--- src/rtl/kc_pkg.sv ---
package kc_pkg;

    localparam int KC_AMP_W  = 8;
    localparam int KC_FREQ_W = 3;
    localparam int KC_DUR_W  = 4;
    localparam int KC_TOP_CODE = (1 << KC_FREQ_W) - 1;
    localparam int KC_SAMP_W = KC_AMP_W + 1;

    typedef enum logic {
        PH_POS = 1'b0,
        PH_NEG = 1'b1
    } kc_phase_e;

    typedef struct packed {
        logic [KC_AMP_W-1:0]  amp;
        logic [KC_FREQ_W-1:0] freq;
        logic [KC_DUR_W-1:0]  dur;
    } kc_cfg_t;

    typedef struct packed {
        logic      busy;
        kc_phase_e ph;
    } kc_state_t;

    // ticks per half-period for an octave code
    function automatic int unsigned kc_half_len(input logic [KC_FREQ_W-1:0] code,
                                                input int unsigned base);
        return base << (KC_TOP_CODE - int'(code));
    endfunction

    // half-periods in a burst for a length code
    function automatic int unsigned kc_halves(input logic [KC_DUR_W-1:0] code);
        return 4 * (int'(code) + 1);
    endfunction

endpackage

--- src/rtl/kc_cfg_reg.sv ---
module kc_cfg_reg
    import kc_pkg::*;
#(
    parameter int HALF_BASE = 1,
    parameter int CNT_W     = 8,
    parameter int HC_W      = 7
) (
    input  logic             clk,
    input  logic             rst,
    input  logic             wr,
    input  kc_cfg_t          cfg_in,
    output kc_cfg_t          cfg_q,
    output logic [CNT_W-1:0] half_len_q,
    output logic [HC_W-1:0]  halves_q
);

    logic [CNT_W-1:0] half_len_d;
    logic [HC_W-1:0]  halves_d;

    always_comb begin
        half_len_d = CNT_W'(kc_half_len(cfg_in.freq, HALF_BASE));
        halves_d   = HC_W'(kc_halves(cfg_in.dur));
    end

    always_ff @(posedge clk) begin
        if (rst) begin
            cfg_q      <= '0;
            half_len_q <= CNT_W'(1);
            halves_q   <= '0;
        end else if (wr) begin
            cfg_q      <= cfg_in;
            half_len_q <= half_len_d;
            halves_q   <= halves_d;
        end
    end

endmodule

--- src/rtl/kc_timer.sv ---
module kc_timer
    import kc_pkg::*;
#(
    parameter int CNT_W = 8,
    parameter int HC_W  = 7
) (
    input  logic             clk,
    input  logic             rst,
    input  logic             wr,
    input  logic             tick,
    input  logic [CNT_W-1:0] half_len,
    input  logic [HC_W-1:0]  halves,
    output kc_state_t        st
);

    logic [CNT_W-1:0] tcnt;
    logic [HC_W-1:0]  hcnt;
    logic             step;
    logic             end_half;
    logic             end_burst;

    always_comb begin
        step      = st.busy && tick && !wr;
        end_half  = (tcnt == half_len - CNT_W'(1));
        end_burst = end_half && (hcnt == halves - HC_W'(1));
    end

    always_ff @(posedge clk) begin
        if (rst) begin
            st.busy <= 1'b0;
            st.ph   <= PH_POS;
            tcnt    <= '0;
            hcnt    <= '0;
        end else if (wr) begin
            // a write always wins: fresh burst, positive first
            st.busy <= 1'b1;
            st.ph   <= PH_POS;
            tcnt    <= '0;
            hcnt    <= '0;
        end else if (step) begin
            if (end_burst) begin
                st.busy <= 1'b0;
                st.ph   <= PH_POS;
                tcnt    <= '0;
                hcnt    <= '0;
            end else if (end_half) begin
                tcnt  <= '0;
                hcnt  <= hcnt + HC_W'(1);
                st.ph <= (st.ph == PH_POS) ? PH_NEG : PH_POS;
            end else begin
                tcnt <= tcnt + CNT_W'(1);
            end
        end
    end

endmodule

--- src/rtl/kc_level.sv ---
module kc_level
    import kc_pkg::*;
#(
    parameter int NCH = 2
) (
    input  kc_state_t                         st,
    input  logic [KC_AMP_W-1:0]               amp,
    output logic signed [NCH-1:0][KC_SAMP_W-1:0] lvl
);

    logic signed [KC_SAMP_W-1:0] pos_l;
    logic signed [KC_SAMP_W-1:0] neg_l;

    always_comb begin
        pos_l = $signed({1'b0, amp});
        neg_l = -pos_l;
    end

    for (genvar ch = 0; ch < NCH; ch++) begin : g_ch
        always_comb begin
            if (!st.busy)
                lvl[ch] = '0;
            else if (st.ph == PH_POS)
                lvl[ch] = pos_l;
            else
                lvl[ch] = neg_l;
        end
    end

endmodule

--- src/rtl/keyclick_gen.sv ---
module keyclick_gen
    import kc_pkg::*;
#(
    parameter int HALF_BASE = 1
) (
    input  logic                        clk,
    input  logic                        rst,
    input  logic                        tick,
    input  logic                        wr_stb,
    input  logic [KC_AMP_W-1:0]         wr_amp,
    input  logic [KC_FREQ_W-1:0]        wr_freq,
    input  logic [KC_DUR_W-1:0]         wr_dur,
    output logic signed [KC_SAMP_W-1:0] out_left,
    output logic signed [KC_SAMP_W-1:0] out_right,
    output logic                        busy
);

    localparam int NCH   = 2;
    localparam int CNT_W = $clog2(HALF_BASE * (1 << KC_TOP_CODE) + 1);
    localparam int HC_W  = $clog2(4 * (1 << KC_DUR_W) + 1);

    kc_cfg_t                              cfg_in;
    kc_cfg_t                              cfg_q;
    logic [CNT_W-1:0]                     half_len_q;
    logic [HC_W-1:0]                      halves_q;
    kc_state_t                            st;
    logic signed [NCH-1:0][KC_SAMP_W-1:0] lvl;

    always_comb begin
        cfg_in.amp  = wr_amp;
        cfg_in.freq = wr_freq;
        cfg_in.dur  = wr_dur;
    end

    kc_cfg_reg #(
        .HALF_BASE (HALF_BASE),
        .CNT_W     (CNT_W),
        .HC_W      (HC_W)
    ) u_cfg (
        .clk        (clk),
        .rst        (rst),
        .wr         (wr_stb),
        .cfg_in     (cfg_in),
        .cfg_q      (cfg_q),
        .half_len_q (half_len_q),
        .halves_q   (halves_q)
    );

    kc_timer #(
        .CNT_W (CNT_W),
        .HC_W  (HC_W)
    ) u_tmr (
        .clk      (clk),
        .rst      (rst),
        .wr       (wr_stb),
        .tick     (tick),
        .half_len (half_len_q),
        .halves   (halves_q),
        .st       (st)
    );

    kc_level #(
        .NCH (NCH)
    ) u_lvl (
        .st  (st),
        .amp (cfg_q.amp),
        .lvl (lvl)
    );

    assign out_left  = lvl[0];
    assign out_right = lvl[1];
    assign busy      = st.busy;

endmodule

--- config.mk ---
export PLATFORM = sky130hd
export DESIGN_NAME = keyclick_gen
export DESIGN_NICKNAME = d
export VERILOG_FILES = /design/src/rtl/kc_pkg.sv /design/src/rtl/kc_cfg_reg.sv /design/src/rtl/kc_timer.sv /design/src/rtl/kc_level.sv /design/src/rtl/keyclick_gen.sv
export SDC_FILE = /design/constraint.sdc
export NUM_CORES = 1
export LEC_CHECK = 0
export ABC_AREA = 1
export BUFFER_PORTS_ARGS = -buffer_cell sky130_fd_sc_hd__buf_2
export CAP_MARGIN = 20
export CORE_UTILIZATION = 51
export DETAILED_ROUTE_END_ITERATION = 10
export PLACE_DENSITY = 0.76
export SETUP_SLACK_MARGIN = 0.5
export SYNTH_ARGS = -nofsm -noshare
export SYNTH_HDL_FRONTEND = slang
export SYNTH_SLANG_ARGS = --single-unit
--- constraint.sdc ---
create_clock -name clk -period 1.8 [get_ports clk]
set_input_delay 0.18 -clock clk [delete_from_list [all_inputs] [get_ports clk]]
set_output_delay 0.18 -clock clk [all_outputs]
set_load 0.01 [all_outputs]
After elaboration in Yosys (flattened, before gate mapping)
Cells that the tools add are included.
{ "totals": {"regBits": 38, "input_bits": 19, "out_inout_bits": 19, "word_cells": 39} }
{ "classes": {"n_addsub": 7, "n_eq_ne": 2, "n_shift": 1, "mux": 12, "n_reduce_logical": 10} }
{ "op_table": {"columns": ["op", "n"], "rows": [
  ["left shift 1 x 32 -> 8 bit, first input constant", 1],
  ["two-way mux 9 bit", 2],
  ["two-way mux 8 bit", 2],
  ["two-way mux 7 bit", 2],
  ["negation 8 -> 9 bit", 1],
  ["adder 8 x 1 -> 8 bit, second input constant", 1],
  ["== test 8 bit", 1],
  ["subtractor 8 x 1 -> 8 bit, second input constant", 1],
  ["adder 7 x 1 -> 7 bit, second input constant", 1],
  ["== test 7 bit", 1],
  ["subtractor 7 x 1 -> 7 bit, second input constant", 1],
  ["nonzero test 2 bit", 3],
  ["adder 4 x 1 -> 5 bit, second input constant", 1],
  ["two-way mux 1 bit", 4],
  ["two-way mux 2 bit", 2],
  ["AND reduction 2 bit", 2],
  ["subtractor 3 x 3 -> 4 bit, first input constant", 1],
  ["logical AND 1 bit", 3],
  ["OR reduction 2 bit", 1],
  ["logical NOT 1 bit", 1]
]} }

Depth between registers and ports, before layout
Gate-level depths: netlist of the first run.
{ "depth": {"word_depth": 6, "depth_mapped": 15, "ltp_nobuf": 15} }

By module
Synthesis of the first run repeated with hierarchy kept, for this count alone.
{ "unflattened": {"hier_cells": 449, "area_unflattened_um2": 2910.3} }
{ "modules_own_cells": {"columns": ["module", "n_inst", "cells_per_inst", "area_per_inst_um2", "seq_area_each_um2"], "rows": [
  ["kc_timer", 1, 250, 1551.5, 340.3],
  ["kc_cfg_reg", 1, 140, 1051.0, 560.5],
  ["kc_level", 1, 59, 307.8, 0.0]
]} }

Least setup slack after synthesis of the first run
OpenSTA, ideal clock, no wires.
{ "synth_timing": {"path_kind": "reg-to-reg", "startpoint": "register u_cfg.half_len_q[0]", "endpoint": "register u_tmr.hcnt[6]", "arrival_ns": 1.612, "t_required_ns": 1.690, "setup_slack_ns": 0.078, "path_stages_with_launch": 16, "synth_period_minus_slack_ns": 1.722, "path_cell_list": "dfxtp_1 > inv_2 > ha_1 > inv_1 > nand2_1 > nand2_1 > nand2_1 > nand2_1 > nor2_2 > nand3_2 > nor2_4 > nand3_1 > nand2_1 > inv_1 > nand2_1 > nor2_1"} }
{ "synth_between": {"elab_chain_cells": 5} }
{ "synth_rtl": {"columns": ["item", "line", "source"], "rows": [
  ["start, declared", "kc_cfg_reg.sv:13", "output logic [CNT_W-1:0] half_len_q,"],
  ["start signal, assigned", "kc_cfg_reg.sv:32", "half_len_q <= half_len_d;"],
  ["subtractor 8 x 1 -> 8 bit *", "kc_timer.sv:24", "end_half = (tcnt == half_len - CNT_W'(1));"],
  ["== test 8 bit *", "kc_timer.sv:24", null],
  ["logical AND 1 bit", "kc_timer.sv:25", "end_burst = end_half && (hcnt == halves - HC_W'(1));"],
  ["nonzero test 2 bit (no source line)", null, null],
  ["AND reduction 2 bit (no source line)", null, null],
  ["end signal, assigned", "kc_timer.sv:48", "hcnt <= hcnt + HC_W'(1);"],
  ["end, declared", "kc_timer.sv:17", "logic [HC_W-1:0] hcnt;"]
]} }
Every way passes the cells marked *; elsewhere a longest branch is shown, timed or not.
A chain may end at the register's enable or synchronous reset.

Worst setup path after layout of the first run
{ "layout_timing": {"startpoint": "register u_cfg.half_len_q[0]", "endpoint": "register u_tmr.hcnt[2]"} }
Same word-level chain as after synthesis.

==> results of run 1 <==
[worst reg2reg max path, cell delays in order, from the launching register on]
cell and delay, ps:
dfxtp_2 340, inv_4 70, ha_4 170, inv_2 40, nand2_2 50, nand2_1 60, nand2_2 70, buf_4 100
buf_4 90, nand3_1 90, nor2_1 110, nand3_1 130, nor2_4 140, nand4_1 110, nand2_1 90, nor2_1 40
[worst max-delay path by stage]
| stage | end | depth (start not counted) | start |
|---|---|---|---|
| finish | u_tmr.hcnt[2] | 15 | u_cfg.half_len_q[0] |
| CTS | out_right[6] | 9 | u_cfg.cfg_q[7] |
| detailed placement | u_tmr.hcnt[0] | 13 | u_cfg.half_len_q[0] |
| global route | u_tmr.hcnt[3] | 14 | u_cfg.half_len_q[0] |
| floorplan | u_tmr.hcnt[0] | 9 | u_cfg.half_len_q[1] |
| global placement | u_tmr.hcnt[0] | 13 | u_cfg.half_len_q[0] |
[sequential cells by signal, summed over array words and instances (netlist names)]
signal and count:
u_cfg.cfg_q 8, u_cfg.half_len_q 8, u_cfg.halves_q 5, u_tmr.hcnt 7
u_tmr.st 2, u_tmr.tcnt 8
[logic make-up (layout without fill, tap and decap cells)]
logic type | after synthesis | after routing | synth area share
compound gates | 50 | 50 | 0.123
fa+ha+maj | 6 | 6 | 0.0323
buf+inv | 71 | 117 | 0.131
xor+xnor | 14 | 14 | 0.0527
simple gates | 170 | 171 | 0.335
flops | 38 | 38 | 0.327
[layout make-up]
type / instances / area [um2]
multi-input combinational: 241 / 1450
fill: 391 / 1420
sequential: 38 / 774
timing repair buffer: 50 / 303
inverter: 59 / 229
clock buffer: 7 / 76.3
tap: 52 / 65.1
clock inverter: 1 / 30.0
[per-stage QoR]
| step | worst slack (ps) | setup TNS [ps] | area [um2] |
|---|---|---|---|
| after floorplan | 197 | 0 | 2420 |
| after global placement | 112 | 0 | 2610 |
| after detailed placement | 20.4 | 0 | 2610 |
| after CTS | 44.6 | 0 | 2820 |
| after global routing | -128 | -992 | 2930 |
| final | -19.1 | -25.3 | 2930 |
[timing repair]
item                                   4_1_cts  5_1_grt
pin swaps                                   14       12
endpoints found under the hold margin        0        0
resized for setup                           10       32
gates cloned                                 1        0
setup endpoints to repair                   33       33
setup buffers                                7        2
[metal layers]
metal	GRT usage	up-vias	wire length, um	part of all wire
li1	-	1207	-	-
met1	0.303	1061	2540	0.45
met2	0.409	65	2750	0.49
met3	0.0480	6	267	0.048
met4	0.0884	0	63	0.011
met5	0	-	0	0
[power groups by stage]
stage | clock network [mW] | registers, mW | logic [mW]
after floorplan | 0 | 0.906 | 0.239
after global placement | 0 | 0.909 | 0.311
after detailed placement | 0 | 0.910 | 0.318
final | 0.715 | 0.894 | 0.373
after CTS | 0.731 | 0.891 | 0.337
after global routing | 0.761 | 0.897 | 0.410
[cells in the final DEF, fill, tap and decap left out, types with 5 or more instances in the layout]
cell / netlist / routed
a21oi_2: 0 / 6
nor3_1: 11 / 5
inv_1: 55 / 49
o21ai_0: 23 / 14
nor2_1: 35 / 29
xnor2_1: 7 / 6
xor2_1: 7 / 7
nand4_1: 6 / 6
buf_4: 10 / 10
buf_2: 0 / 37
nand2_2: 4 / 9
nand2_1: 72 / 66
dfxtp_1: 38 / 31
inv_2: 3 / 6
nand3_2: 2 / 7
nand3_1: 29 / 24
a21oi_1: 15 / 9
clkbuf_8: 0 / 5
dfxtp_2: 0 / 5
o21ai_1: 0 / 6
nor2_2: 4 / 8
nor3_2: 1 / 5
nor2_4: 3 / 5
==> results.toml, run 1 <==
[status]
violations = "negative setup slack"
status = "complete, but fails checks"

[setup_path]
reg2reg_slack_ps = -20
reg2reg_depth = 15
timing.rr.start = "u_cfg.half_len_q[0]"
slowest_stage = "dfxtp_2"
cp_num_buf_inv = 4
worstPathMaxFanout = 6
arrival_ps = 2010
required_ps = 1990
startpoint_type = "flop"
r2r_end = "u_tmr.hcnt[2]"
crit_type = "flop to flop"
slowest_delay_ps = 340
crit_chain = "inv_4 > ha_4 > inv_2 > nand2_2 > nand2_1 > nand2_2 > buf_4 > buf_4 > nand3_1 > nor2_1 > nand3_1 > nor2_4 > nand4_1 > nand2_1 > nor2_1"
crit_path_end_kind = "flop"
cp_top_family = "simple AND/OR/NAND/NOR gates"

[synth]
yosys.area.top_type = "dfxtp_1"
ys_seq_area_frac = 0.327
syn_inst = 349
synthTopCellsByCount = "nand2_1 (72), inv_1 (55), dfxtp_1 (38)"
async_reset_ff_frac = 0
ys.warnings.count = 0
synth.most_common_cell = "nand2_1"
syn_avg_cell_area_um2 = 6.66
synth.top_cell.area_share = 0.327
synth_area_um2 = 2330
synth_edf_count = 0
yosysUniqueCellTypes = 33
yosys_most_used_dff = "dfxtp_1"
yosys_register_bits = 38
synthTopCellsByArea = "dfxtp_1 (33%), nand2_1 (12%), inv_1 (8.9%), nand3_1 (6.2%), nor2_1 (5.6%)"
synth_nets = 374

[clock_tree]
cts_sinks = 38
clockBufferDepth = 2
cts_tree = "done"
cts-htree-levels = 2
root_buffer = "clkbuf_8"
clk_pin_slew_worst_paths_ps = 80
clock_latency_ps = 290
cts_hold_buf = 0
cts_buffers = 5

[sta]
drv_slew = 0
holdWs_ps = 90.1
worst_pin_slew_ps = 514
rsz0062_at_grt = "true"
slew_headroom = 0.657
setup_viol = 2
setup_ws_ps = -19.1
period_minus_slack_ps = 1820
skew_ps = 6.75
clock.fmax_mhz = 550
period_share = 1.01
hold_viol_final = 0

[drt]
viasPerCell = 5.22
ant_nets = 0
drt_wl_total_um = 5620
vias = 2339
firstDrtPassIters = 4
first_iter_violations = 161
drc = 0
detail_route.wl_per_cell_um = 12.5

[global_route]
track_usage = 0.241
grt_max_degree = 19
antenna_found_initial = 0
grt_pass1_vias = 2182
grt_pass1_wl_um = 9380
gr-total-overflow = 0

[floorplan]
die_w_um = 69.5
die_area_um2 = 4840
start_util = 0.534
die_h_um = 69.5
row_count = 24
core_area_um2 = 4350
ios = 38

[power_and_ir_drop]
p_total_mw = 1.98
power_density_nw_per_um2 = 676
p_comb_frac = 0.188
power_frac_seq = 0.451
leakage_nw = 1.30
p_sw_mw = 0.550
p_int_mw = 1.43
ir_drop_mv = 0.468
clkPwrFrac = 0.361
switching_share = 0.277

[worst_hold_path]
min_path_cells = 3
hold-path-endpoint = "u_cfg.cfg_q[8]"
hp-class = "input pin to flop"
min_from = "wr_amp[1]"

[finish]
syn_to_final_growth_pct = 26.0
finalNetCount = 420
final_core_utilization = 0.673
diodes = 0
drive_gt1_frac = 0.313
finalNonFillerCells = 448

[placed_design]
gp_congestion = 0.862
dp_cells = 430
port-buffer-count = 37
detailed_place_hpwl_um = 4020

[flow_run]
drv_cap = 0
(Power assumes the default switching activity.)
==> run 2, diff against run 1 <==
--- a/config.mk
+++ b/config.mk
@@ -8,9 +8,11 @@
 export ABC_AREA = 1
 export BUFFER_PORTS_ARGS = -buffer_cell sky130_fd_sc_hd__buf_2
 export CAP_MARGIN = 20
-export CORE_UTILIZATION = 51
+export CELL_PAD_IN_SITES_DETAIL_PLACEMENT = 0
+export CELL_PAD_IN_SITES_GLOBAL_PLACEMENT = 2
+export CORE_UTILIZATION = 28
 export DETAILED_ROUTE_END_ITERATION = 10
-export PLACE_DENSITY = 0.76
+export PLACE_DENSITY_LB_ADDON = 0.1
 export SETUP_SLACK_MARGIN = 0.5
 export SYNTH_ARGS = -nofsm -noshare
 export SYNTH_HDL_FRONTEND = slang
==> run 2 against run 1 <==
  * The flow now finishes without violations
  * Critical path depth decreased by 2
  * Total power decreased by 3.8%
  * Clock-buffer cell count unchanged
  * Clock power decreased by 12%
  * Via count shrank 2.9%
  * Non-clock buffer count grew 6
  * Routed wire length rose by 12%
  * Critical path type unchanged
  * Largest cell class unchanged
  * Largest power group unchanged
  * Highest routed layer unchanged
==> results.toml, run 2 (synthesis gave the netlist of run 1 again) <==
[sta]
clock.fmax_mhz = 556
rsz0062_at_grt = "true"
setup_viol = 0
setup_ws_ps = 2.95
skew_ps = 4.60
slew_headroom = 0.778
period_share = 0.998
period_minus_slack_ps = 1800
drv_slew = 0
hold_viol_final = 0
setup_tns_ps = 0
worst_pin_slew_ps = 332

[setup_path]
reg2reg_slack_ps = 3
reg2reg_depth = 13
crit_top_cell = "nand2_1"
crit_path_end_kind = "flop"
arrival_ps = 2020
cp_top_family = "simple AND/OR/NAND/NOR gates"
worstPathMaxFanout = 6
crit_chain = "inv_4 > ha_4 > inv_2 > nand2_2 > nand2_1 > nand2_1 > nand2_1 > nor2_2 > nand3_2 > nor2_4 > nand2_4 > or2_0 > a21oi_1"
startpoint_type = "flop"
slowest_delay_ps = 340
r2r_end = "u_tmr.hcnt[0]"
cp_num_buf_inv = 2
slowest_stage = "dfxtp_2"
crit_type = "flop to flop"
required_ps = 2030
timing.rr.start = "u_cfg.half_len_q[0]"

[placed_design]
gp_congestion = 0.774
port-buffer-count = 37
dpl_worst_slack_ps = -35.2
dpl-instance-area_um2 = 2730
detailed_place_hpwl_um = 5000
dp_cells = 487

[power_and_ir_drop]
ir_drop_mv = 0.252
p_int_mw = 1.33
clkPwrFrac = 0.330
power_density_nw_per_um2 = 629
power_frac_seq = 0.468
p_sw_mw = 0.574
leakage_nw = 1.32
switching_share = 0.301
p_comb_frac = 0.202

[finish]
fillerInstances = 841
drive_gt1_frac = 0.328
regArea_um2 = 776
multi_input_area_um2 = 1460
finalNonFillerCells = 504
layout_common_cells = "nand2_1 (66), inv_1 (48), buf_2 (37)"
largestRegisters = "u_cfg.cfg_q: 8 flops, u_cfg.half_len_q: 8 flops, u_tmr.tcnt: 8 flops"
diodes = 0
stdcell_area_um2 = 3030
syn_to_final_growth_pct = 30.4
final_common_cell = "nand2_1"
finalNetCount = 426
final_core_utilization = 0.385

[drt]
drt_wl_total_um = 6290
drc = 0
viasPerCell = 4.50
first_iter_violations = 57
detail_route.wl_per_cell_um = 12.5
vias = 2270
firstDrtPassIters = 4
ant_nets = 0

[global_route]
antenna_found_initial = 0
gr-total-overflow = 0
grt_pass1_vias = 2033
grt_pass1_wl_um = 10100
grt_max_degree = 12
track_usage = 0.151

[worst_hold_path]
min_path_cells = 3
hold-path-endpoint = "u_cfg.cfg_q[10]"
hp-class = "input pin to flop"
min_from = "wr_amp[3]"

[flow_run]
drv_cap = 0

[floorplan]
die_area_um2 = 8680
row_count = 32
ios = 38
core_area_um2 = 7890
die_h_um = 93.1
start_util = 0.295
die_w_um = 93.1

[clock_tree]
cts_hold_buf = 0
root_buffer = "clkbuf_8"
clock_latency_ps = 290
cts_tree = "done"
clockBufferDepth = 2
cts_sinks = 38
cts-htree-levels = 2
cts_buffers = 5
clk_pin_slew_worst_paths_ps = 80

[status]
status = "finished, final reports clean"
==> run 2: worst min-delay path: cells and delay by family <==
| kind | cells | cell delay [ps] |
|---|---|---|
| and+or+nand+nor | 1 | 40 |
| buffers and inverters | 1 | 80 |
| AOI/OAI and AO/OA | 1 | 50 |
==> run 2: worst max-delay path by stage <==
stage                         from       endpoint  slack, ps  depth (start not counted)
4_1_cts        u_cfg.half_len_q[0]  u_tmr.hcnt[0]          9                         13
6_report       u_cfg.half_len_q[0]  u_tmr.hcnt[0]          3                         13
3_5_place_dp   u_cfg.half_len_q[0]  u_tmr.hcnt[0]        -40                         13
5_1_grt        u_cfg.half_len_q[0]  u_tmr.hcnt[0]       -110                         13
2_1_floorplan  u_cfg.half_len_q[1]  u_tmr.hcnt[0]        200                          9
3_3_place_gp   u_cfg.half_len_q[0]  u_tmr.hcnt[0]        -10                         13
==> run 2: routing by layer <==
metal,track usage,share of wire,vias to the layer above
li1,-,-,1222
met1,0.222,0.53,1005
met2,0.224,0.42,36
met3,0.0268,0.035,7
met4,0.0462,0.013,0
met5,0,0,-
==> run 2: timing repair <==
item / in CTS / in global routing
gates cloned: 1 / 0
endpoints found under the setup margin: 33 / 35
buffers inserted: 7 / 1
gates resized for setup: 20 / 26
pin swaps: 17 / 10
==> run 2: metrics by stage <==
step	hold slack, ps	total power [mW]
detailed placement	384	1.25
CTS	75.5	1.90
finish	79.6	1.91
floorplan	285	1.14
global placement	382	1.25
global route	90.3	2.00
==> run 2: area by class of cell <==
type | instances | share of cell area
inverter | 59 | 0.0755
clock inverter | 1 | 0.00165
clock buffer | 7 | 0.0285
timing repair buffer | 56 | 0.116
tap | 102 | 0.0421
sequential | 38 | 0.256
multi-input combinational | 241 | 0.481
==> run 2: power groups by stage <==
stage	clock network, mW	logic (mW)	registers (mW)
after floorplan	0	0.239	0.906
after global placement	0	0.340	0.910
after detailed placement	0	0.335	0.910
after CTS	0.647	0.361	0.892
after global routing	0.675	0.429	0.897
final	0.630	0.385	0.893
==> run 3, diff against run 2 <==
--- a/config.mk
+++ b/config.mk
@@ -10,10 +10,11 @@
 export CAP_MARGIN = 20
 export CELL_PAD_IN_SITES_DETAIL_PLACEMENT = 0
 export CELL_PAD_IN_SITES_GLOBAL_PLACEMENT = 2
-export CORE_UTILIZATION = 28
+export CORE_UTILIZATION = 29
 export DETAILED_ROUTE_END_ITERATION = 10
 export PLACE_DENSITY_LB_ADDON = 0.1
 export SETUP_SLACK_MARGIN = 0.5
 export SYNTH_ARGS = -nofsm -noshare
 export SYNTH_HDL_FRONTEND = slang
+export SYNTH_HIERARCHICAL = 1
 export SYNTH_SLANG_ARGS = --single-unit
==> run 3 against run 2 <==
  * The flow now finishes with violations (design-rule violations)
  * Total power is 18% higher
  * Utilization is 0.22 points lower
  * Setup slack better by 77 ps
  * Synthesized cell count is 22% higher
  * Cell area is 12% higher
  * Critical endpoint is now u_tmr/hcnt[5]
  * Largest power group unchanged
==> results.toml, run 3 <==
[status]
status = "complete, but fails checks"
violations = "design-rule violations"

[setup_path]
crit_path_end_kind = "flop"
worstPathMaxFanout = 3
startpoint_type = "flop"
reg2reg_slack_ps = 80
arrival_ps = 1950
r2r_end = "u_tmr/hcnt[5]"
crit_type = "flop to flop"
timing.rr.start = "u_cfg/half_len_q[0]"
reg2reg_depth = 13
required_ps = 2030
cp-startpoint = "u_cfg/half_len_q[0]"
endpoint = "u_tmr/hcnt[5]"

[placed_design]
detailed_place_hpwl_um = 5400
port-buffer-count = 37
dp_cells = 562
gp_congestion = 0.778
dpl-instance-area_um2 = 3000

[finish]
drive_gt1_frac = 0.316
stdcell_area_um2 = 3380
layout_common_cells = "nand2_1 (114), nor2_1 (52), inv_1 (42)"
diodes = 0
finalNetCount = 496
finalNonFillerCells = 580
largestRegisters = "u_cfg/cfg_q: 8 flops, u_cfg/half_len_q: 8 flops, u_tmr/tcnt: 8 flops"
final_common_cell = "nand2_1"
syn_to_final_growth_pct = 25.3
fillerInstances = 1019

[global_route]
track_usage = 0.150
antenna_found_initial = 0
gr-total-overflow = 0
grt_pass1_wl_um = 11600
grt_max_degree = 23
grt_pass1_vias = 2536

[synth]
syn_avg_cell_area_um2 = 6.34
syn_inst = 426
synth_area_um2 = 2700
ys.warnings.count = 6

[sta]
holdWs_ps = 95.8
hold_viol_final = 0
period_share = 0.955
drv_slew = 0
setup_tns_ps = 0
rsz0062_at_grt = "true"
skew_ps = 12.7
clock.fmax_mhz = 582
period_minus_slack_ps = 1720
setup_viol = 0

[clock_tree]
cts_tree = "done"
clk_pin_slew_worst_paths_ps = 90
clockBufferDepth = 2
cts_hold_buf = 0
cts_buffers = 5
root_buffer = "clkbuf_8"
cts-htree-levels = 2
cts_sinks = 38
clock_latency_ps = 300

[floorplan]
start_util = 0.305
die_h_um = 98.5
row_count = 34
core_area_um2 = 8850
ios = 38
die_w_um = 98.5
die_area_um2 = 9700

[power_and_ir_drop]
ir_drop_mv = 0.408
power_density_nw_per_um2 = 665
p_total_mw = 2.25
leakage_nw = 1.57

[drt]
firstDrtPassIters = 9
vias = 2592
drt_wl_total_um = 6850
ant_nets = 0
detail_route.wl_per_cell_um = 11.8
first_iter_violations = 93
viasPerCell = 4.47
drc = 1

[flow_run]
drv_cap = 0

[worst_hold_path]
hp-class = "input pin to flop"
## run 3: layout make-up
cell class	count	area (um2)	share of cell area
multi-input combinational	316	1770	0.523
sequential	38	778	0.230
timing repair buffer	58	362	0.107
inverter	52	200	0.0592
tap	108	135	0.0399
clock buffer	5	68.8	0.0203
clock inverter	3	68.8	0.0203
## run 3: through the flow
stage,setup slack [ps],util
after floorplan,101,-
final,80.4,0.382
after global placement,40.9,0.339
after detailed placement,-11.9,0.339
after CTS,65.0,0.360
after global routing,-57.4,0.382
## run 3: per-layer routing
metal / wire (um) / track usage / vias to the layer above / part of all wire
li1: - / - / 1402 / -
met2: 3600 / 0.283 / 26 / 0.53
met4: 69 / 0.0402 / 0 / 0.010
met1: 3030 / 0.177 / 1159 / 0.44
met5: 0 / 0 / - / 0
met3: 151 / 0.0213 / 5 / 0.022
## run 3: what timing repair did
action / 4_1_cts / 5_1_grt
pin swaps: 5 / 16
endpoints found under the setup margin: 33 / 35
gates resized for setup: 17 / 42
buffers inserted: 2 / 8
## run 3: how the worst min path moves through the flow
stage,start,to,slack [ps],cells after the start
CTS,wr_amp[6],u_cfg/cfg_q[13],90,3
floorplan,rst,u_cfg/halves_q[6],250,1
global placement,wr_amp[3],u_cfg/cfg_q[10],400,3
global route,wr_amp[3],u_cfg/cfg_q[10],120,3
detailed placement,wr_amp[6],u_cfg/cfg_q[13],410,3
finish,wr_amp[3],u_cfg/cfg_q[10],100,3
## run 3: report_power, final
group          leakage [nW]  total (mW)  switching [mW]  internal, mW
Sequential            0.314       0.903          0.0349         0.868
Clock                0.0683       0.886           0.330         0.556
Combinational          1.19       0.462           0.272         0.190
Total                  1.57        2.25           0.637          1.61
## run 3: critical path, stage by stage (launching register included)
cell and delay [ps]:
dfxtp_2 350, inv_4 50, ha_4 260, inv_2 30, nand2_2 50, nand2_2 60, nor2_4 90, nand3_1 70
nor2_1 100, nand2_1 100, nor2_4 130, buf_4 130, nand4_1 100, a21oi_2 150
